### src/rtl/sl_pkg.sv
package sl_pkg;
    localparam logic [7:0] ACK_BYTE = 8'h06;

    typedef enum logic [3:0] {
        ST_P1_DATA,
        ST_P1_ACK,
        ST_P2_LEN,
        ST_P2_RATE,
        ST_P2_HACK,
        ST_P2_DATA,
        ST_P2_IACK,
        ST_P3_LEN,
        ST_P3_HACK,
        ST_P3_DATA,
        ST_P3_IACK,
        ST_DONE,
        ST_FAULT
    } ld_state_e;
endpackage

### src/rtl/sl_field_shift.sv
module sl_field_shift #(
    parameter int LEN_W = 32
) (
    input  logic             clk,
    input  logic             rst_n,
    input  logic             shift,
    input  logic [7:0]       byte_in,
    output logic [LEN_W-1:0] value
);
    // Least significant byte arrives first: shift new bytes in from the top.
    always_ff @(posedge clk) begin
        if (!rst_n) begin
            value <= '0;
        end else if (shift) begin
            value <= {byte_in, value[LEN_W-1:8]};
        end
    end
endmodule

### src/rtl/sl_ack_tx.sv
module sl_ack_tx (
    input  logic       clk,
    input  logic       rst_n,
    input  logic       kick,
    input  logic       tx_done,
    output logic       tx_valid,
    output logic [7:0] tx_data,
    output logic       fin
);
    import sl_pkg::*;

    logic busy;

    assign tx_data = ACK_BYTE;
    assign fin     = busy & tx_done;

    always_ff @(posedge clk) begin
        if (!rst_n) begin
            tx_valid <= 1'b0;
            busy     <= 1'b0;
        end else begin
            tx_valid <= kick;
            if (kick) begin
                busy <= 1'b1;
            end else if (tx_done) begin
                busy <= 1'b0;
            end
        end
    end

    // each acknowledge request is a single-cycle strobe
    a_r2_ack_single: assert property (@(posedge clk) disable iff (!rst_n)
        tx_valid && !tx_done |=> !tx_valid);
endmodule

### src/rtl/sl_wr_port.sv
module sl_wr_port #(
    parameter int ADDR_W = 16
) (
    input  logic              clk,
    input  logic              rst_n,
    input  logic              wr,
    input  logic [ADDR_W-1:0] base,
    input  logic [ADDR_W-1:0] offset,
    input  logic [7:0]        data,
    output logic              mem_we,
    output logic [ADDR_W-1:0] mem_addr,
    output logic [7:0]        mem_wdata
);
    always_ff @(posedge clk) begin
        if (!rst_n) begin
            mem_we    <= 1'b0;
            mem_addr  <= '0;
            mem_wdata <= '0;
        end else begin
            mem_we <= wr;
            if (wr) begin
                mem_addr  <= base + offset;
                mem_wdata <= data;
            end
        end
    end
endmodule

### src/rtl/staged_loader.sv
module staged_loader #(
    parameter int          STAGE1_BYTES = 784,
    parameter int          ADDR_W       = 16,
    parameter int          LEN_W        = 32,
    parameter logic [7:0]  BOOT_RATE    = 8'h00,
    parameter int unsigned BASE1        = 'h0000,
    parameter int unsigned BASE2        = 'h1000,
    parameter int unsigned BASE3        = 'h4000
) (
    input  logic              clk,
    input  logic              rst_n,
    input  logic              rx_valid,
    input  logic [7:0]        rx_data,
    input  logic              rx_err,
    output logic              tx_valid,
    output logic [7:0]        tx_data,
    input  logic              tx_done,
    output logic [7:0]        rate_sel,
    output logic              mem_we,
    output logic [ADDR_W-1:0] mem_addr,
    output logic [7:0]        mem_wdata,
    output logic              done,
    output logic              error
);
    import sl_pkg::*;

    localparam int LEN_BYTES = LEN_W / 8;
    localparam logic [LEN_W-1:0]  P1_LAST  = LEN_W'(STAGE1_BYTES - 1);
    localparam logic [LEN_W-1:0]  HDR_LAST = LEN_W'(LEN_BYTES - 1);
    localparam logic [ADDR_W-1:0] B1 = ADDR_W'(BASE1);
    localparam logic [ADDR_W-1:0] B2 = ADDR_W'(BASE2);
    localparam logic [ADDR_W-1:0] B3 = ADDR_W'(BASE3);

    ld_state_e         state_q, state_d;
    logic [LEN_W-1:0]  cnt_q;
    logic [LEN_W-1:0]  img_len;
    logic [7:0]        pend_rate;

    logic              kick, fin, wr, shift_len, cap_rate, apply_rate, fin_all, cnt_inc;
    logic [ADDR_W-1:0] wr_base;

    sl_field_shift #(.LEN_W(LEN_W)) u_len (
        .clk     (clk),
        .rst_n   (rst_n),
        .shift   (shift_len),
        .byte_in (rx_data),
        .value   (img_len)
    );

    sl_ack_tx u_ack (
        .clk      (clk),
        .rst_n    (rst_n),
        .kick     (kick),
        .tx_done  (tx_done),
        .tx_valid (tx_valid),
        .tx_data  (tx_data),
        .fin      (fin)
    );

    sl_wr_port #(.ADDR_W(ADDR_W)) u_wr (
        .clk       (clk),
        .rst_n     (rst_n),
        .wr        (wr),
        .base      (wr_base),
        .offset    (cnt_q[ADDR_W-1:0]),
        .data      (rx_data),
        .mem_we    (mem_we),
        .mem_addr  (mem_addr),
        .mem_wdata (mem_wdata)
    );

    // Next-state and control decode
    always_comb begin
        state_d    = state_q;
        kick       = 1'b0;
        wr         = 1'b0;
        wr_base    = B1;
        shift_len  = 1'b0;
        cap_rate   = 1'b0;
        apply_rate = 1'b0;
        fin_all    = 1'b0;
        cnt_inc    = 1'b0;
        if (rx_err && state_q != ST_DONE && state_q != ST_FAULT) begin
            state_d = ST_FAULT;
        end else begin
            unique case (state_q)
                ST_P1_DATA: if (rx_valid) begin
                    wr      = 1'b1;
                    wr_base = B1;
                    cnt_inc = 1'b1;
                    if (cnt_q == P1_LAST) begin
                        state_d = ST_P1_ACK;
                        kick    = 1'b1;
                    end
                end
                ST_P1_ACK: if (fin) state_d = ST_P2_LEN;
                ST_P2_LEN: if (rx_valid) begin
                    shift_len = 1'b1;
                    cnt_inc   = 1'b1;
                    if (cnt_q == HDR_LAST) state_d = ST_P2_RATE;
                end
                ST_P2_RATE: if (rx_valid) begin
                    cap_rate = 1'b1;
                    kick     = 1'b1;
                    state_d  = ST_P2_HACK;
                end
                ST_P2_HACK: if (fin) begin
                    apply_rate = 1'b1;
                    if (img_len == '0) begin
                        state_d = ST_P2_IACK;
                        kick    = 1'b1;
                    end else begin
                        state_d = ST_P2_DATA;
                    end
                end
                ST_P2_DATA: if (rx_valid) begin
                    wr      = 1'b1;
                    wr_base = B2;
                    cnt_inc = 1'b1;
                    if (cnt_q == img_len - 1'b1) begin
                        state_d = ST_P2_IACK;
                        kick    = 1'b1;
                    end
                end
                ST_P2_IACK: if (fin) state_d = ST_P3_LEN;
                ST_P3_LEN: if (rx_valid) begin
                    shift_len = 1'b1;
                    cnt_inc   = 1'b1;
                    if (cnt_q == HDR_LAST) begin
                        state_d = ST_P3_HACK;
                        kick    = 1'b1;
                    end
                end
                ST_P3_HACK: if (fin) begin
                    if (img_len == '0) begin
                        state_d = ST_P3_IACK;
                        kick    = 1'b1;
                    end else begin
                        state_d = ST_P3_DATA;
                    end
                end
                ST_P3_DATA: if (rx_valid) begin
                    wr      = 1'b1;
                    wr_base = B3;
                    cnt_inc = 1'b1;
                    if (cnt_q == img_len - 1'b1) begin
                        state_d = ST_P3_IACK;
                        kick    = 1'b1;
                    end
                end
                ST_P3_IACK: if (fin) begin
                    state_d = ST_DONE;
                    fin_all = 1'b1;
                end
                ST_DONE:  state_d = ST_DONE;
                ST_FAULT: state_d = ST_FAULT;
                default:  state_d = ST_FAULT;
            endcase
        end
    end

    // State register and per-field byte counter
    always_ff @(posedge clk) begin
        if (!rst_n) begin
            state_q <= ST_P1_DATA;
            cnt_q   <= '0;
        end else begin
            state_q <= state_d;
            if (state_d != state_q) begin
                cnt_q <= '0;
            end else if (cnt_inc) begin
                cnt_q <= cnt_q + 1'b1;
            end
        end
    end

    // Registered outputs
    always_ff @(posedge clk) begin
        if (!rst_n) begin
            rate_sel  <= BOOT_RATE;
            pend_rate <= BOOT_RATE;
            done      <= 1'b0;
            error     <= 1'b0;
        end else begin
            if (cap_rate)   pend_rate <= rx_data;
            if (apply_rate) rate_sel  <= pend_rate;
            done <= fin_all;
            if (state_d == ST_FAULT) error <= 1'b1;
        end
    end

    // the rate only moves on the edge that samples transmit completion
    a_r4_rate_after_txdone: assert property (@(posedge clk) disable iff (!rst_n)
        !$stable(rate_sel) |-> $past(tx_done));
    // every write is preceded by a received-byte strobe
    a_r11_we_after_rx: assert property (@(posedge clk) disable iff (!rst_n)
        mem_we |-> $past(rx_valid));
    // completion is a single-cycle pulse
    a_r9_done_pulse: assert property (@(posedge clk) disable iff (!rst_n)
        done |=> !done);
    // the error flag is sticky
    a_r10_error_sticky: assert property (@(posedge clk) disable iff (!rst_n)
        error |=> error);
    // no write or acknowledge once faulted
    a_r10_quiet_after_error: assert property (@(posedge clk) disable iff (!rst_n)
        error |-> !mem_we && !tx_valid);
endmodule

### config.mk
export PLATFORM = sky130hd
export DESIGN_NAME = staged_loader
export DESIGN_NICKNAME = d
export VERILOG_FILES = /design/src/rtl/sl_pkg.sv /design/src/rtl/sl_field_shift.sv /design/src/rtl/sl_ack_tx.sv /design/src/rtl/sl_wr_port.sv /design/src/rtl/staged_loader.sv
export SDC_FILE = /design/constraint.sdc
export NUM_CORES = 1
export LEC_CHECK = 0
export ABC_AREA = 1
export BUFFER_PORTS_ARGS = -buffer_cell sky130_fd_sc_hd__buf_2
export CAP_MARGIN = 20
export CORE_MARGIN = 5
export CORE_UTILIZATION = 61
export DETAILED_ROUTE_END_ITERATION = 7
export PLACE_DENSITY = 0.81
export SETUP_SLACK_MARGIN = 0.15
export SLEW_MARGIN = 40
export SYNTH_ARGS = -nofsm -noshare
export SYNTH_HDL_FRONTEND = slang
export SYNTH_SLANG_ARGS = --single-unit
### constraint.sdc
create_clock -name clk -period 3.1 [get_ports clk]
set_clock_uncertainty 0.2 [all_clocks]
set_input_delay 0.155 -clock clk [delete_from_list [all_inputs] [get_ports clk]]
set_output_delay 0.155 -clock clk [all_outputs]
set_load 0.01 [all_outputs]
==> results.json <==
{
  "status": "completed",
  "numCtsBuffers": 17,
  "grt_setup_unrepaired": "yes",
  "wl_per_cell_microns": 16.3,
  "switchingPower_mw": 0.877,
  "track_usage": 0.296,
  "p_leak_nw": 3.84,
  "via_count": 7198,
  "clk_pin_slew_ns": 0.06,
  "grt_pass1_wl_microns": 31300,
  "slew_viol_final": 0,
  "place_inst": 1230,
  "hpwlAfterDp_microns": 14200,
  "portBuffers": 48,
  "required_ns": 3.26,
  "maxSlewHeadroom": 0.562,
  "finalWeightedCongestion": 1.01,
  "cts_max_path_buffers": 2,
  "cts_num_sinks": 113,
  "ff2ff_setup_slack_ns": 0.27,
  "area_delta_synth_final_pct": 21.3,
  "dieArea_sq_um": 13600,
  "cp-start-kind": "register",
  "final-setup-viol-count": 0,
  "grt_pass1_vias": 6445,
  "reg2reg_depth": 18,
  "crit_start": "u_len.value[19]$_SDFFE_PN0P_",
  "routed_via_density": 5.61,
  "place_ws_ns": 0.210,
  "clk_latency_ns": 0.43,
  "rows": 39,
  "timing.final.crit_share": 0.912,
  "max_cap_viol_count": 0,
  "ys_top_cells_by_area": "dfxtp_1, nand2_1, nor2_1",
  "fin_setup_tns_ns": 0,
  "drt_wl_total_microns": 20900,
  "netlist_area_sq_um": 6960,
  "hp-class": "in -> reg",
  "final_common_cell": "nand2_1",
  "max_freq_ghz": 0.354,
  "layoutNonFillerInstCount": 1282,
  "switching_share": 0.234,
  "cts-root-buf": "clkbuf_16",
  "p_int_mw": 2.86,
  "final_nets": 1145,
  "n_antenna_cell": 0,
  "h-tree-depth": 4,
  "post-route-util": 0.746,
  "pin_count": 57,
  "yosysSeqAreaShare": 0.325,
  "drc_errors": 0,
  "hold_viol_final": 0,
  "endpoint": "cnt_q[3]$_SDFFE_PP0P_",
  "comb_power_share": 0.061,
  "drt-initial-drc-count": 819,
  "synth_top_area_frac": 0.325,
  "p_seq_frac": 0.399,
  "clkPwrFrac": 0.540,
  "cts_tree": "built",
  "cp_max_fo": 8,
  "r2r_end": "cnt_q[3]$_SDFFE_PP0P_",
  "drt-pass1-iter-count": 5,
  "antenna_found_initial": 0,
  "synth_cell_types": 50,
  "worst_slew_pin_slew_ns": 0.650,
  "layout_common_cells": "nand2_1, nor2_1, inv_1",
  "r2r_start": "u_len.value[19]$_SDFFE_PN0P_",
  "period_minus_slack_ns": 2.83,
  "yosysWarnings": 0,
  "synth_top_area_cell": "dfxtp_1",
  "die_x_microns": 117,
  "setup_slack_ns": 0.274,
  "netlist_instances": 1050,
  "crit_path_end_kind": "register",
  "criticalPathCategory": "reg -> reg",
  "overflow": 0,
  "die_h_microns": 117,
  "hold_ws_ns": 0.0278,
  "ir_worst_vdd_v": 0.000458,
  "core_area_sq_um": 11300,
  "grt_max_degree": 71,
  "power_density_nw_per_um2": 443,
  "avgSynthCellArea_sq_um": 6.63,
  "drive_gt1_frac": 0.204,
  "drtAntennaViolNets": 0,
  "crit_arrival_ns": 2.98,
  "initial_core_util": 0.615,
  "ys_ff_latch": 113
}
worst min path at each step:
stage / from / to / slack, ns / cells after the start
after floorplan: rx_data[4] / u_wr.mem_wdata[4]$_SDFFE_PN0P_ / 0.12 / 2
after global placement: tx_done / u_ack.busy$_SDFFE_PN0P_ / 0.23 / 3
after detailed placement: tx_done / u_ack.busy$_SDFFE_PN0P_ / 0.24 / 3
after CTS: rx_valid / state_q[1]$_SDFF_PN0_ / 0.02 / 5
after global routing: rx_valid / state_q[1]$_SDFF_PN0_ / 0.06 / 5
final: rx_valid / state_q[1]$_SDFF_PN0_ / 0.03 / 5
sequential cells by signal, indices dropped and copies added, names as in the netlist:
register and flops:
rate_sel 8, done 1, u_ack.tx_valid 1, cnt_q 32, u_wr.mem_wdata 8, u_len.value 32
state_q 4, error 1, u_wr.mem_addr 16, u_ack.busy 1, pend_rate 8, u_wr.mem_we 1
worst max-delay path, stage by stage, from the launching register on:
cell,delay (ns)
dfxtp_1,0.37
inv_1,0.13
nand2_1,0.11
nor2_4,0.18
nand2_1,0.09
nor2_2,0.17
nand3_1,0.14
nand3_2,0.11
nand4_1,0.09
nor2_1,0.12
nand2_1,0.07
nor2_2,0.17
nand3_1,0.10
nand2_1,0.11
nand2_2,0.06
nand2_2,0.07
nand3_4,0.13
clkbuf_16,0.22
nor3_4,0.11
cell type report:
class	count	area, sq um
Clock inverter	12	158
Fill cell	879	2880
Sequential cell	113	2270
Multi-Input combinational cell	767	4190
Inverter	137	515
Tap cell	143	179
Timing Repair Buffer	91	674
Clock buffer	19	453
synth_stat cells, drive strengths merged:
library cell / count
nor4: 8
ha: 5
o2111a: 1
xnor3: 1
o211ai: 1
xnor2: 14
buf: 17
a22oi: 1
conb: 2
inv: 134
o2111ai: 2
or2: 2
and2: 1
nor2: 209
nand3: 57
nand2: 200
xor2: 37
nor3b: 1
a21oi: 40
clkinv: 3
dfxtp: 113
nor3: 51
a31o: 1
a221oi: 1
a211oi: 1
nand3b: 7
nand4: 23
mux2i: 1
clkbuf: 22
o21ai: 94
layer usage:
metal | GRT usage | part of all wire | vias to the layer above
met5 | 0 | 0 | -
met4 | 0.135 | 0.033 | 0
met3 | 0.0607 | 0.088 | 65
met2 | 0.462 | 0.46 | 358
met1 | 0.395 | 0.42 | 3267
li1 | - | - | 3508
timing repair:
item,CTS,global route
setup endpoints to repair,1,32
hold buffers,12,0
gates resized for setup,2,63
setup buffers,0,5
endpoints found under the hold margin,34,0
pin swaps,2,17
cloned,0,4
stage by stage:
step,area (sq um),power [mW]
after floorplan,6980,1.66
after CTS,8110,3.72
final,8440,3.74
after global routing,8440,3.85
after detailed placement,7370,1.71
after global placement,7370,1.71
power groups by stage:
stage               sequential, mW  combinational (mW)  clock, mW
finish                        1.49               0.229       2.02
global route                  1.49               0.249       2.10
CTS                           1.49               0.203       2.03
detailed placement            1.52               0.190          0
global placement              1.52               0.189          0
floorplan                     1.53               0.124          0
cell families (layout without fill, tap and decap cells):
family / after synthesis / in the layout / share of synthesized area
flops: 113 / 113 / 0.325
compound gates: 142 / 142 / 0.110
fa+ha+maj: 5 / 5 / 0.00899
simple gates: 559 / 559 / 0.381
mux: 1 / 1 / 0.00144
xor+xnor: 52 / 52 / 0.0674
buf+inv: 176 / 259 / 0.105
other cells: 2 / 8 / 0.00108
Note: power is estimated with default switching activity, not from simulation.
